--- config.mk ---
export PLATFORM = sky130hd
export DESIGN_NAME = dva_walker
export DESIGN_NICKNAME = d
export VERILOG_FILES = /design/src/rtl/dva_walker.sv
export SDC_FILE = /design/constraint.sdc
export NUM_CORES = 1
export LEC_CHECK = 0
export ABC_AREA = 1
export BUFFER_PORTS_ARGS = -buffer_cell sky130_fd_sc_hd__buf_4
export CORE_MARGIN = 4
export CORE_UTILIZATION = 50
export DETAILED_ROUTE_END_ITERATION = 7
export PLACE_DENSITY = 0.9
export SLEW_MARGIN = 25
export SYNTH_ARGS = -nofsm -noshare
export SYNTH_HDL_FRONTEND = slang
export SYNTH_SLANG_ARGS = --single-unit
--- constraint.sdc ---
create_clock -name clk -period 2.53 [get_ports clk]
set_clock_uncertainty 0.05 [all_clocks]
set_input_delay 0.253 -clock clk [delete_from_list [all_inputs] [get_ports clk]]
set_output_delay 0.253 -clock clk [all_outputs]
set_load 0.05 [all_outputs]
--- src/rtl/dva_walker.sv ---
module dva_walker (
  input  logic        clk,
  input  logic        rst_n,
  input  logic        xlat_en,
  input  logic [31:0] tbl_base,
  input  logic [31:0] win_start,
  input  logic        req_valid,
  output logic        req_ready,
  input  logic [31:0] req_dva,
  input  logic        req_write,
  output logic        mem_rd_req,
  output logic [31:0] mem_rd_addr,
  input  logic [31:0] mem_rd_data,
  input  logic        mem_rd_valid,
  output logic        rsp_valid,
  input  logic        rsp_ready,
  output logic [31:0] rsp_paddr,
  output logic        rsp_fault,
  output logic        rsp_prot,
  output logic        rsp_writable,
  output logic        rsp_cacheable,
  output logic        rsp_waz
);
  localparam int OFS_W   = 12;
  localparam int BIT_WAZ = 0;
  localparam int BIT_VAL = 1;
  localparam int BIT_WR  = 2;
  localparam int BIT_CCH = 7;
  localparam int PN_LO   = 8;
  localparam int PN_HI   = 26;

  typedef enum logic [1:0] {S_IDLE, S_FETCH, S_RESP} st_t;
  st_t st;

  logic [OFS_W-1:0] ofs_q;
  logic             wr_q;

  wire        req_fire = req_valid && req_ready;
  wire [31:0] masked   = req_dva & ~win_start;
  wire [31:0] ent_addr = {tbl_base[27:0], 4'b0000} + {10'b0, masked[31:OFS_W], 2'b00};
  wire        e_valid  = mem_rd_data[BIT_VAL];
  wire        e_wr     = mem_rd_data[BIT_WR];

  assign req_ready  = (st == S_IDLE);
  assign mem_rd_req = (st == S_FETCH);
  assign rsp_valid  = (st == S_RESP);

  always_ff @(posedge clk) begin
    if (!rst_n) begin
      st            <= S_IDLE;
      ofs_q         <= '0;
      wr_q          <= 1'b0;
      mem_rd_addr   <= '0;
      rsp_paddr     <= '0;
      rsp_fault     <= 1'b0;
      rsp_prot      <= 1'b0;
      rsp_writable  <= 1'b0;
      rsp_cacheable <= 1'b0;
      rsp_waz       <= 1'b0;
    end else begin
      unique case (st)
        S_IDLE: if (req_fire) begin
          if (!xlat_en) begin
            rsp_paddr     <= req_dva;
            rsp_fault     <= 1'b0;
            rsp_prot      <= 1'b0;
            rsp_writable  <= 1'b0;
            rsp_cacheable <= 1'b0;
            rsp_waz       <= 1'b0;
            st            <= S_RESP;
          end else begin
            mem_rd_addr <= ent_addr;
            ofs_q       <= masked[OFS_W-1:0];
            wr_q        <= req_write;
            st          <= S_FETCH;
          end
        end
        S_FETCH: if (mem_rd_valid) begin
          if (!e_valid) begin
            rsp_paddr     <= '0;
            rsp_fault     <= 1'b1;
            rsp_prot      <= 1'b0;
            rsp_writable  <= 1'b0;
            rsp_cacheable <= 1'b0;
            rsp_waz       <= 1'b0;
          end else begin
            rsp_paddr     <= {1'b0, mem_rd_data[PN_HI:PN_LO], ofs_q};
            rsp_fault     <= 1'b0;
            rsp_prot      <= wr_q && !e_wr;
            rsp_writable  <= e_wr;
            rsp_cacheable <= mem_rd_data[BIT_CCH];
            rsp_waz       <= mem_rd_data[BIT_WAZ];
          end
          st <= S_RESP;
        end
        S_RESP: if (rsp_ready) st <= S_IDLE;
        default: st <= S_IDLE;
      endcase
    end
  end
endmodule

== Yosys cells after proc, flatten, opt, wreduce, memory -nomap -nowiden ==
Index checks and enable logic that the tools add are counted.
Word-level totals
  flip-flop bits (word level): 84
  bits of input ports: 135
  output and inout bits: 72
  logic and storage cells: 54
Cells by class
  add/sub/neg operators: 1
  equality and inequality tests: 6
  mux-type cells: 27
  bitwise operators: 2
  reduce and logical (&&, ||, !) cells: 8
Operators with widths (number)
  two-way mux 32 bit: 3
  one-hot mux 32 bit (2 select lines): 1
  adder 32 x 22 -> 32 bit: 1
  AND 32 bit: 1
  inverter 32 bit: 1
  two-way mux 31 bit: 1
  two-way mux 1 bit: 12
  one-hot mux 1 bit (2 select lines): 5
  two-way mux 2 bit: 4
  != test 2 x 1 -> 1 bit, second input constant: 3
  one-hot mux 2 bit (3 select lines): 1
  AND reduction 3 bit: 2
  AND reduction 4 bit: 1
  equality test 2 x 1 -> 1 bit, second input constant: 1
  equality test 2 bit, second input constant: 1
  logical AND 1 bit: 2
  zero test 2 bit: 1
  != test 2 bit, second input constant: 1
  nonzero test 2 bit: 1
  zero test 1 bit: 1

== Depth between registers and ports, before layout ==
  depth in word-level cells: 5
  mapped depth: 17
  gate-level depth less buffers: 17

== Worst setup path before layout ==
No wires, ideal clock.
  path kind: register to register
  start point: register st[1]
  end point: register mem_rd_addr[13]
  setup time: 0.109 ns
  arrival time: 1.913 ns
  required time: 2.371 ns
  slack: 0.458 ns
  stages on the path, launching flop included: 9
  buffers on the path: 2
  period minus slack after synthesis: 2.072 ns
  cell sequence: dfxtp_1 nor2_1 nand2_1 nor2_1 buf_2 buf_2 o21ai_0 nand2_1 inv_1
Between the ends
  longest elaborated chain between the ends: 3
Ends and longest elaborated chain
  start: declaration: RTL line 33  | st_t st;
  start signal: assignment: RTL line 50  | st <= S_IDLE;
  start signal: assignment: RTL line 70  | st <= S_RESP;
  start signal: assignment: RTL line 75  | st <= S_FETCH;
  zero test 2 bit (*): RTL line 44  | assign req_ready = (st == S_IDLE);
  named net req_ready: RTL line 8  | output logic req_ready,
  logical AND 1 bit: RTL line 38  | wire req_fire = req_valid && req_ready;
  AND reduction 3 bit (no line) (*)
  end signal: assignment: RTL line 72  | mem_rd_addr <= ent_addr;
  end: declaration: RTL line 12  | output logic [31:0] mem_rd_addr,
Mark *: on every way through the listed nets, which the timed path passes. The rest lies on a longest branch.
A chain may end at the register's enable or synchronous reset.

== Final worst setup path ==
  start point: register st[1]
  end point: register rsp_paddr[31]
Between the ends
  longest elaborated chain between the ends: 4
  elaborated cells between the ends (all ways): 9
  classes of those cells: eq/ne: 4; mux: 1; reduce/logical: 4
Ends and longest elaborated chain
  zero test 2 bit: RTL line 44, 61
  logical AND 1 bit: RTL line 38
  != test 2 x 1 -> 1 bit (no line)
  AND reduction 4 bit (no line)
  end signal: assignment: RTL line 64  | rsp_paddr <= req_dva;
  end signal: assignment: RTL line 87  | rsp_paddr <= {1'b0, mem_rd_data[PN_HI:PN_LO], ofs_q};
  end: declaration: RTL line 17  | output logic [31:0] rsp_paddr,
Several ways; a longest one is shown, not always the timed one.

==> impl_results.md <==
- Outcome: completed
- Row count: 37
- Hold_sp: req_write
- Hold bufs inserted after CTS: 0
- Hold crit path type: input port to flip-flop
- Die width: about 110 um
- Most common cell in the netlist: nand2_1
- Main synth FF type: dfxtp_1
- Dominant cells by area after synthesis: dfxtp_1, nand2_1, inv_1, nor2_1, a211oi_2
- Worst slew pin tran: about 1.0 ns
- EDFF count, synth: 0
- Worst path buffer plus inverter count: 0
- PD cells: 588 nW/um^2
- Reg2reg start: st[1]
- CTS tree: done
- Relative slew slack: 29.9%
- Fmax achieved: roughly 460 MHz
- Layout Utilization: between 60% and 70%
- Post-route clock period utilization: between 80% and 90%
- Type of origin of the critical path: flip-flop
- RSZ-0062 raised after global routing: no
- Number of global-route vias before repair: around 5600
- Commonest cells post-synth: nand2_1, inv_1, nor2_1, dfxtp_1
- Post-route ant nets: 0
- Antenna violations before repair: 0
- Register bit total from synthesis: roughly 80
- Largest area contributor in the netlist: dfxtp_1
- Layout Area Growth over Synthesis: 32.1%
- Min Tclk post-route: around 2.2 ns
- Vias per cell: just over 5
- CP max stage cell: nor2_4
- Psw: approximately 1.7 mW
- Setup TNS Final: 0 ns
- Final Slew Violations: 0
- Reg-to-reg slack, setup: ~0.36 ns
- Root Buffer: clkbuf_8
- Asr flop ratio synth: 0%
- Wire length per cell: 14.9 um
- Crit path max-delay family: simple AND/OR/NAND/NOR gates
- Warnings from Yosys: 0
- IO buf count: around 190
- Hpwl dp: 12800 um
- First drt pass iteration count: 5
- Mean Syn Cell Area: roughly 6.6 sq um
- Layout cells sized above 1: between 20% and 30%
- Overall fraction of global-route tracks in use: a little over a quarter
- First-pass GRT wire length: 26700 um
- Global placement routability congestion: approximately 0.94
- Cell Int Power: ~2.5 mW
- Fill cells: about 890
- End of the worst hold path: wr_q
- Fin nets: around 1100
- Leakage dissipation: ~3.7 nW
- Initial detailed-routing violation count: 403
- Worst reg2reg path depth: 6
- Core Box Area: between 10000 and 15000 sq um
- Crit-path max cell delay: 0.87 ns
- DRT Wirelength: 16700 um
- Combinational Power Share: between 30% and 40%
- Critical path capture point type: flip-flop
- Clock power frac: between 20% and 30%
- Initial Util: about half
- Top-area cell type share of the netlist area: between 30% and 40%
- Sequential Power Share: around 36%
- Drt drc: 0
- Cts repair resizes: 0
- Final setup violating endpoints: 0
- Die height: approximately 110 um
- CTS H-tree depth: 3
- Skew-Pair Late Insertion Delay: 0.37 ns
- IO Count: around 210
- Grt total ovfl: 0
- Worst r2r dst: rsp_paddr[31]
- Crit Path Category: flip-flop to flip-flop
- CP max FO: 32
- CTS Buf Count: 9
- CP Cell Sequence: nor2_1, nand2_1, nand2_1, nor2_4, nand3_1, a21oi_1
- Routed via count: 5779
- Worst Path Arrival: 2.43 ns
- Pin count of the biggest net entering global routing: 65
- Clk pin slew, worst setup/hold paths: ~0.09 ns
- Yosys cell types: between 40 and 50
- Most numerous cell on the critical path: nand2_1
- VDD IR max: roughly 0.44 mV
- Synth Instances: ~800
- Max-cap violations: 0
- Net Sw Frac: 40.4%
- CTS max path bufs: 2
- Post-synthesis sequential area ratio: a little under a third
- Final Hold Vio Count: 0
- Sink Count: between 80 and 90
- Required time worst endpoint: 2.79 ns
- Ant. Diodes: 0
- Synth Cell Area: 5310 sq um
- Die Area: approximately 12000 sq um
- Worst hold path depth: 3
[metal layers]
metal | track usage (%) | routed length, um | up-vias
met1 | 31.1 | 6750 | 2602
met4 | 9.98 | 539 | 0
li1 | - | - | 2915
met3 | 7.31 | 1360 | 40
met2 | 45.6 | 8060 | 222
met5 | 0 | 0 | -
[cell type report]
type | count | area [sq um] | share of cell area (%)
repair buffers | 197 | 1480 | 21.1
well taps | 136 | 170 | 2.43
clock inverters | 6 | 71.3 | 1.02
flip-flops and latches | 82 | 1640 | 23.4
clock buffers | 10 | 138 | 1.96
inverters | 138 | 519 | 7.40
multi-input cells | 552 | 3000 | 42.7
[state kept, by name, indices dropped and copies added (netlist names)]
name           cells
mem_rd_addr       30
rsp_fault          1
rsp_cacheable      1
wr_q               1
ofs_q             12
rsp_writable       1
rsp_paddr         32
st                 2
rsp_prot           1
rsp_waz            1
[kinds of logic after synthesis]
group                    count (synthesis)  share of synthesized area, %
AND/OR/NAND/NOR                        375                          29.7
buffers and inverters                  169                          13.1
AO/OA/AOI/OAI                          147                          20.3
flip-flops                              82                          30.9
adder cells (fa/ha/maj)                 19                          4.62
XOR/XNOR                                 8                          1.32
other                                    1                        0.0706
[layout by cell type, fill, tap and decap left out, drive strengths merged]
cell      synthesis  routed
nor3              1       1
a22oi            20      20
xor2              7       7
fa                1       1
nor2            103     104
dfxtp            82      82
or2               2       2
o21bai           10      10
clkinv            1       2
a21o              1       1
o21ai            27      27
nand3            39      39
xnor2             1       1
conb              1       2
clkbuf           14      10
clkinvlp          0       1
buf              17     197
nor3b             1       1
o22ai             6       6
nand4            10      10
o211a             1       1
inv             137     140
a211oi           21      21
a21oi            40      40
o21a             16      16
nand3b            9       9
a311oi            5       5
ha               18      18
nand2           209     209
and2              1       1
bufinv            0       1
[worst max path at each step]
stage | depth (start not counted) | start | slack [ns] | endpoint
after global placement | 7 | st[1] | 0.11 | rsp_waz
after CTS | 7 | st[1] | 0.05 | rsp_cacheable
final | 6 | st[1] | 0.36 | rsp_paddr[31]
after floorplan | 8 | st[1] | 0.46 | mem_rd_addr[13]
after detailed placement | 7 | st[1] | 0.06 | rsp_cacheable
after global routing | 6 | st[1] | 0.20 | rsp_paddr[3]
[power by group through the flow]
stage / Sequential [mW] / Clock (mW) / Combinational [mW]
after floorplan: 1.93 / 0 / 0.680
after global placement: 1.52 / 0 / 1.55
after detailed placement: 1.53 / 0 / 1.57
after CTS: 1.50 / 1.04 / 1.58
after global routing: 1.52 / 1.09 / 1.72
final: 1.50 / 1.03 / 1.59
[per-stage QoR]
stage / worst slack, ns / instance area [sq um] / std cells / total power [mW] / hold WS [ns]
after global placement: 0.107 / 6800 / 1104 / 3.07 / 0.389
after CTS: 0.0457 / 7010 / 1120 / 4.11 / 0.0482
after floorplan: 0.458 / 5320 / 802 / 2.61 / 0.338
after detailed placement: 0.0582 / 6800 / 1104 / 3.10 / 0.405
final: 0.360 / 7020 / 1121 / 4.13 / 0.0547
after global routing: 0.201 / 7020 / 1121 / 4.33 / 0.0595
[worst reg2reg max path, delay by kind of cell (launching register included)]
kind | cells | cell delay (ns)
compound gates | 1 | 0.17
flops | 1 | 0.40
simple gates | 5 | 1.49
[timing repair]
| action | 4_1_cts | 5_1_grt |
|---|---|---|
| buffers inserted | 0 | 0 |
| hold endpoints to repair | 0 | 0 |
| setup endpoints to repair | 0 | 12 |
Note: power is estimated with default switching activity, not from simulation.
